`config.mk`:
```
export PLATFORM = sky130hd
export DESIGN_NAME = rxdma_steer
export DESIGN_NICKNAME = d
export VERILOG_FILES = /design/src/rtl/rxdma_pkg.sv /design/src/rtl/rxdma_ctrl.sv /design/src/rtl/rxdma_ptr.sv /design/src/rtl/rxdma_route.sv /design/src/rtl/rxdma_steer.sv
export SDC_FILE = /design/constraint.sdc
export NUM_CORES = 1
export LEC_CHECK = 0
export ABC_CLOCK_PERIOD_IN_PS = 2250
export BUFFER_PORTS_ARGS = -buffer_cell sky130_fd_sc_hd__buf_4
export CORE_AREA = 2 2 103 105
export DETAILED_ROUTE_END_ITERATION = 7
export DIE_AREA = 0 0 105 107
export PLACE_DENSITY = 0.76
export SYNTH_ARGS = -nofsm -noshare
export SYNTH_HDL_FRONTEND = slang
export SYNTH_SLANG_ARGS = --single-unit
```
`constraint.sdc`:
```
create_clock -name clk -period 2.25 [get_ports clk]
set_input_delay 0.225 -clock clk [delete_from_list [all_inputs] [get_ports clk]]
set_output_delay 0.225 -clock clk [all_outputs]
set_load 0.01 [all_outputs]
```
`src/rtl/rxdma_pkg.sv`:
```
package rxdma_pkg;
  // Where bytes are routed this cycle.
  typedef enum logic [1:0] {
    ROUTE_FIFO   = 2'd0,  // incoming bytes fill the FIFO
    ROUTE_DRAIN  = 2'd1,  // FIFO head is copied to memory
    ROUTE_DIRECT = 2'd2   // incoming bytes go straight to memory
  } route_e;
endpackage

```
`src/rtl/rxdma_ctrl.sv`:
```
module rxdma_ctrl
  import rxdma_pkg::*;
#(
  parameter int CNT_W = 16,
  parameter int LVL_W = 5
) (
  input  logic             clk,
  input  logic             rst_n,
  input  logic             addr_wr,
  input  logic             cnt_wr,
  input  logic [CNT_W-1:0] cnt_wdata,
  input  logic [LVL_W-1:0] fifo_level,
  input  logic             xfer_fire,
  output route_e           route,
  output logic [CNT_W-1:0] rem_count
);
  logic [CNT_W-1:0] rem_q;
  logic [CNT_W-1:0] drain_left_q;
  logic             draining_q;

  logic [CNT_W-1:0] level_ext;
  logic             short_fill;
  logic [CNT_W-1:0] take_n;
  logic [CNT_W-1:0] owe_n;
  logic             start_ok;

  assign level_ext  = CNT_W'(fifo_level);
  assign short_fill = level_ext < cnt_wdata;
  assign take_n     = short_fill ? level_ext : cnt_wdata;
  assign owe_n      = short_fill ? (cnt_wdata - level_ext) : '0;
  // Length writes are dropped while a drain runs.
  assign start_ok   = cnt_wr && !draining_q;

  always_ff @(posedge clk) begin
    if (!rst_n) begin
      rem_q        <= '0;
      drain_left_q <= '0;
      draining_q   <= 1'b0;
    end else if (addr_wr) begin
      rem_q        <= '0;
      drain_left_q <= '0;
      draining_q   <= 1'b0;
    end else if (start_ok) begin
      rem_q        <= owe_n;
      drain_left_q <= take_n;
      draining_q   <= (take_n != '0);
    end else if (xfer_fire) begin
      if (draining_q) begin
        drain_left_q <= drain_left_q - 1'b1;
        if (drain_left_q == CNT_W'(1)) draining_q <= 1'b0;
      end else if (rem_q != '0) begin
        rem_q <= rem_q - 1'b1;
      end
    end
  end

  always_comb begin
    if (draining_q)          route = ROUTE_DRAIN;
    else if (rem_q != '0)    route = ROUTE_DIRECT;
    else                     route = ROUTE_FIFO;
  end

  assign rem_count = rem_q;
endmodule

```
`src/rtl/rxdma_ptr.sv`:
```
module rxdma_ptr #(
  parameter int ADDR_W = 32
) (
  input  logic              clk,
  input  logic              rst_n,
  input  logic              addr_wr,
  input  logic [ADDR_W-1:0] addr_wdata,
  input  logic              xfer_fire,
  output logic [ADDR_W-1:0] ptr
);
  logic [ADDR_W-1:0] ptr_q;

  always_ff @(posedge clk) begin
    if (!rst_n)         ptr_q <= '0;
    else if (addr_wr)   ptr_q <= addr_wdata;
    else if (xfer_fire) ptr_q <= ptr_q + 1'b1;
  end

  assign ptr = ptr_q;
endmodule

```
`src/rtl/rxdma_route.sv`:
```
module rxdma_route
  import rxdma_pkg::*;
#(
  parameter int DATA_W = 8
) (
  input  route_e            route,
  input  logic              in_valid,
  input  logic [DATA_W-1:0] in_data,
  output logic              in_ready,
  input  logic              fifo_rd_valid,
  input  logic [DATA_W-1:0] fifo_rd_data,
  output logic              fifo_rd_ready,
  output logic              fifo_wr_valid,
  output logic [DATA_W-1:0] fifo_wr_data,
  input  logic              fifo_wr_ready,
  output logic              mem_valid,
  output logic [DATA_W-1:0] mem_data,
  input  logic              mem_ready,
  output logic              xfer_fire
);
  always_comb begin
    in_ready      = 1'b0;
    fifo_rd_ready = 1'b0;
    fifo_wr_valid = 1'b0;
    mem_valid     = 1'b0;
    mem_data      = in_data;
    fifo_wr_data  = in_data;
    unique case (route)
      ROUTE_DRAIN: begin
        mem_valid     = fifo_rd_valid;
        mem_data      = fifo_rd_data;
        fifo_rd_ready = fifo_rd_valid && mem_ready;
      end
      ROUTE_DIRECT: begin
        mem_valid = in_valid;
        in_ready  = mem_ready;
      end
      default: begin
        fifo_wr_valid = in_valid;
        in_ready      = fifo_wr_ready;
      end
    endcase
  end

  assign xfer_fire = mem_valid && mem_ready;
endmodule

```
`src/rtl/rxdma_steer.sv`:
```
module rxdma_steer
  import rxdma_pkg::*;
#(
  parameter int ADDR_W     = 32,
  parameter int CNT_W      = 16,
  parameter int FIFO_DEPTH = 16,
  localparam int LVL_W     = $clog2(FIFO_DEPTH + 1)
) (
  input  logic              clk,
  input  logic              rst_n,
  input  logic              addr_wr,
  input  logic [ADDR_W-1:0] addr_wdata,
  input  logic              cnt_wr,
  input  logic [CNT_W-1:0]  cnt_wdata,
  input  logic              irq_en,
  output logic [CNT_W-1:0]  rem_count,
  output logic [ADDR_W-1:0] rx_ptr,
  output logic              irq_term,
  input  logic              in_valid,
  input  logic [7:0]        in_data,
  output logic              in_ready,
  input  logic [LVL_W-1:0]  fifo_level,
  input  logic              fifo_rd_valid,
  input  logic [7:0]        fifo_rd_data,
  output logic              fifo_rd_ready,
  output logic              fifo_wr_valid,
  output logic [7:0]        fifo_wr_data,
  input  logic              fifo_wr_ready,
  output logic              mem_valid,
  output logic [ADDR_W-1:0] mem_addr,
  output logic [7:0]        mem_data,
  input  logic              mem_ready
);
  route_e route;
  logic   xfer_fire;

  rxdma_ctrl #(.CNT_W(CNT_W), .LVL_W(LVL_W)) i_ctrl (
    .clk        (clk),
    .rst_n      (rst_n),
    .addr_wr    (addr_wr),
    .cnt_wr     (cnt_wr),
    .cnt_wdata  (cnt_wdata),
    .fifo_level (fifo_level),
    .xfer_fire  (xfer_fire),
    .route      (route),
    .rem_count  (rem_count)
  );

  rxdma_ptr #(.ADDR_W(ADDR_W)) i_ptr (
    .clk        (clk),
    .rst_n      (rst_n),
    .addr_wr    (addr_wr),
    .addr_wdata (addr_wdata),
    .xfer_fire  (xfer_fire),
    .ptr        (rx_ptr)
  );

  rxdma_route #(.DATA_W(8)) i_route (
    .route         (route),
    .in_valid      (in_valid),
    .in_data       (in_data),
    .in_ready      (in_ready),
    .fifo_rd_valid (fifo_rd_valid),
    .fifo_rd_data  (fifo_rd_data),
    .fifo_rd_ready (fifo_rd_ready),
    .fifo_wr_valid (fifo_wr_valid),
    .fifo_wr_data  (fifo_wr_data),
    .fifo_wr_ready (fifo_wr_ready),
    .mem_valid     (mem_valid),
    .mem_data      (mem_data),
    .mem_ready     (mem_ready),
    .xfer_fire     (xfer_fire)
  );

  assign mem_addr = rx_ptr;
  assign irq_term = irq_en && (rem_count == '0);
endmodule

```
==> summary.txt <==
Synth
  • Synth Flop Type: dfxtp_1
  • Largest area contributor in the netlist: dfxtp_1
  • Largest cells by area after synthesis: dfxtp_1, xnor2_1, buf_4
  • YS warnings: 0
  • Synthesized flop and latch total: 65
  • Synthesized cell area: 4350 um^2
  • Avg Cell Area, Syn: 8.13 um^2
  • Post-synthesis sequential area ratio: roughly 30%
  • Number of synthesized flops with an enable pin: 0
  • Mapped Nets: 623
  • Netlist cell types: slightly below 60
  • Synth top area share: between 20% and 30%
  • Asr flop ratio synth: 0%
  • Cells after Synth: 535

Clocking
  • H-tree levels: 3
  • CTS Root Cell: clkbuf_8
  • Clk sink count: 65
  • Clk_lat worst skew: approximately 0.35 ns
  • CTS Buf Count: 9
  • Clock Path Buffers: 2
  • TritonCTS clock tree: done
  • Hold-fix buffers at CTS: 0
  • Clock transition at path regs: around 0.080 ns

GRT
  • Gr usage total: between 20% and 30%
  • Largest net degree at the start of global routing: 53
  • GRT overflow: 0
  • Vias in the first global route: around 4400
  • First-pass GRT wire length: about 21000 um
  • Initial antenna violation count: 0

Drt
  • Final antenna-violating net count: 0
  • Drt total wl: between 10000 and 15000 um
  • Initial drt markers: about 190
  • Post-DR vias/cell: 5.41
  • Via count: around 4700
  • DRT Pass-1 Iters: 4
  • Remaining DRCs: 0
  • WL per Instance: roughly 16 um

Critical path
  • CP endpoint kind: primary output
  • Worst reg2reg endpoint: i_ptr.ptr[21]
  • Critical path arrival: approximately 2.1 ns
  • CP max FO: 4
  • Cell Chain, Critical Path: or4_4, buf_6, or3_4, nor2_4, nand2_1, a21oi_2, buf_4
  • CP startpoint: i_ctrl.rem_count[5]
  • Crit path largest cell delay: between 0.5 and 0.6 ns
  • Critical path type: flip-flop to primary output
  • Worst setup SP type: flip-flop
  • Origin of the critical flop-to-flop path: i_ctrl.rem_count[5]
  • Reg2reg setup slack: -0.04 ns
  • Worst Reg2Reg Path Length in Cells: 10
  • Worst path slowest cell: or4_4
  • Worst Path Required: ~2.0 ns

Floorplan
  • Core box area: 10100 um^2
  • Num rows: 37
  • Die width: ~110 um
  • Top-Level Pins: roughly 180
  • Die Ht: roughly 110 um
  • Initial core utilization: 43.1%
  • Die area: between 10000 and 15000 um^2

Place
  • Dpl hpwl: roughly 10000 um
  • Buffers on Ports: ~180
  • Routability Congestion: about 0.86

Power
  • Lkg Pwr: approximately 2.7 nW
  • Tot Pwr: 3.50 mW
  • Pwr Density: between 500 and 600 nW/um^2
  • VDD IR max: around 0.40 mV

Timing
  • Final hold vios: 0
  • Final WS setup: -0.0973 ns
  • Final slew viol count: 0
  • Crit path time final: between 2 and 2.5 ns
  • Fmax: between 400 and 500 MHz
  • Clock Skews: 0.0138 ns
  • Least-Margin Pin Slew: 0.572 ns
  • Final setup viols: 9
  • Final period util: 104%
  • Slew margin rel.: between 60% and 70%
  • RSZ-0062 raised after global routing: yes

Cells and area
  • Layout overhead on the synthesized area: 45.6%
  • # fillers: between 800 and 900
  • Layout cells sized above 1: around 43%
  • Util after Layout: 62.8%
  • Diode count: 0
  • Nets@finish: just over 800

Worst hold path
  • Hold Path Depth: 2
  • HP Start: addr_wdata[3]
  • Min-Delay Path Class: input port to flip-flop
  • Hold Path End: i_ptr.ptr[3]

Outcome
  • Status: finished, violations left
  • Violated checks: negative setup slack

Flow run
  • Number of max-cap violations: 0
-- logic make-up after synthesis --
group	share of synthesized area, %
flip-flops	29.9
adder cells (fa/ha/maj)	3.05
AND/OR/NAND/NOR	23.3
multiplexers	3.02
XOR/XNOR	13.1
buffers and inverters	11.0
AO/OA/AOI/OAI	16.6
-- worst max path at each step --
stage                                       to  slack, ns  cells after the start
after floorplan           i_ctrl.rem_count[13]      -0.16                      7
after global placement       i_ctrl.draining_q      -0.04                     12
after detailed placement     i_ctrl.draining_q      -0.15                     12
after CTS                             in_ready       -0.1                      7
after global routing                  in_ready      -0.18                      7
final                                 in_ready       -0.1                      7
-- area by class of cell --
class	instances	area [um^2]	share of cell area (%)
clock buffer	9	124	1.95
inverter	15	56.3	0.889
multi-input combinational	392	2760	43.5
sequential	65	1310	20.6
timing repair buffer	239	1830	28.8
tap	136	170	2.69
clock inverter	7	95.1	1.50
-- placed cells by master, fill, tap and decap left out, types with 3 or more instances in the layout --
master	count
o211a_1	3
and4_1	6
ha_1	8
or4_4	4
o22ai_1	11
dfxtp_2	5
a21oi_2	3
nand3_1	22
dfxtp_1	60
mux2i_1	3
nand2b_1	3
buf_4	233
nand2_1	24
nor2b_1	5
inv_1	12
or3_1	4
a21oi_1	34
and3_1	6
mux2_2	9
xor2_1	29
nor3_1	14
nor2_1	36
o21ai_0	43
xnor2_1	35
nand4_1	11
nor4_1	15
clkbuf_8	9
nand3_2	5
buf_6	5
and2_1	3
-- state kept, by name (all words and copies together) (netlist names) --
name and flops:
i_ctrl.draining_q 1, i_ptr.ptr 32, i_ctrl.rem_count 16, i_ctrl.drain_left_q 16
-- metrics by stage --
stage | worst slack (ns) | cell area (um^2) | hold WS [ns] | setup TNS, ns | std cells
2_1_floorplan | -0.161 | 4380 | 0.363 | -0.336 | 535
3_3_place_gp | -0.0417 | 5840 | 0.452 | -0.188 | 836
3_5_place_dp | -0.150 | 5840 | 0.452 | -0.980 | 836
4_1_cts | -0.0988 | 6130 | 0.0836 | -0.924 | 856
5_1_grt | -0.180 | 6340 | 0.0812 | -1.70 | 863
6_report | -0.0973 | 6340 | 0.0930 | -0.383 | 863
-- layer usage --
layer  track usage [%]  up-vias  part of all wire [%]
li1                  -     2256                     -
met1              26.9     2231                    39
met2              43.7      157                    54
met3              3.89       26                   5.2
met4              9.71        0                   2.2
met5                 0        -                     0
-- timing repair --
action                                  in CTS  in global routing
setup buffers                                5                  6
pin swaps                                    8                 23
resized for setup                           13                 36
endpoints found under the setup margin      12                 46
hold endpoints to repair                     0                  0
gates cloned                                 0                  1
-- report_power, final --
| group | internal (mW) | switching, mW |
|---|---|---|
| Sequential | 1.21 | 0.0645 |
| Combinational | 0.595 | 0.531 |
| Clock | 0.623 | 0.471 |
| Total | 2.43 | 1.07 |
-- cells in the mapped netlist (4+ instances only) --
cell,count
a211oi_1,5
a21oi_1,38
and3_1,6
and4_1,6
buf_4,41
clkbuf_1,18
dfxtp_1,65
ha_1,9
inv_1,13
mux2_2,9
nand2_1,26
nand3_1,27
nand4_1,11
nor2_1,38
nor2b_1,5
nor3_1,15
nor4_1,18
o21ai_0,46
o22ai_1,11
or3_1,4
or4_1,5
xnor2_1,36
xor2_1,29
-- critical path: cells and delay by family, from the launching register on --
family / cells / cell delay [ns]
AO/OA/AOI/OAI: 1 / 0.12
buffers and inverters: 2 / 0.26
flip-flops: 1 / 0.32
AND/OR/NAND/NOR: 4 / 1.08
No activity file was read; power rests on OpenSTA's default activity.
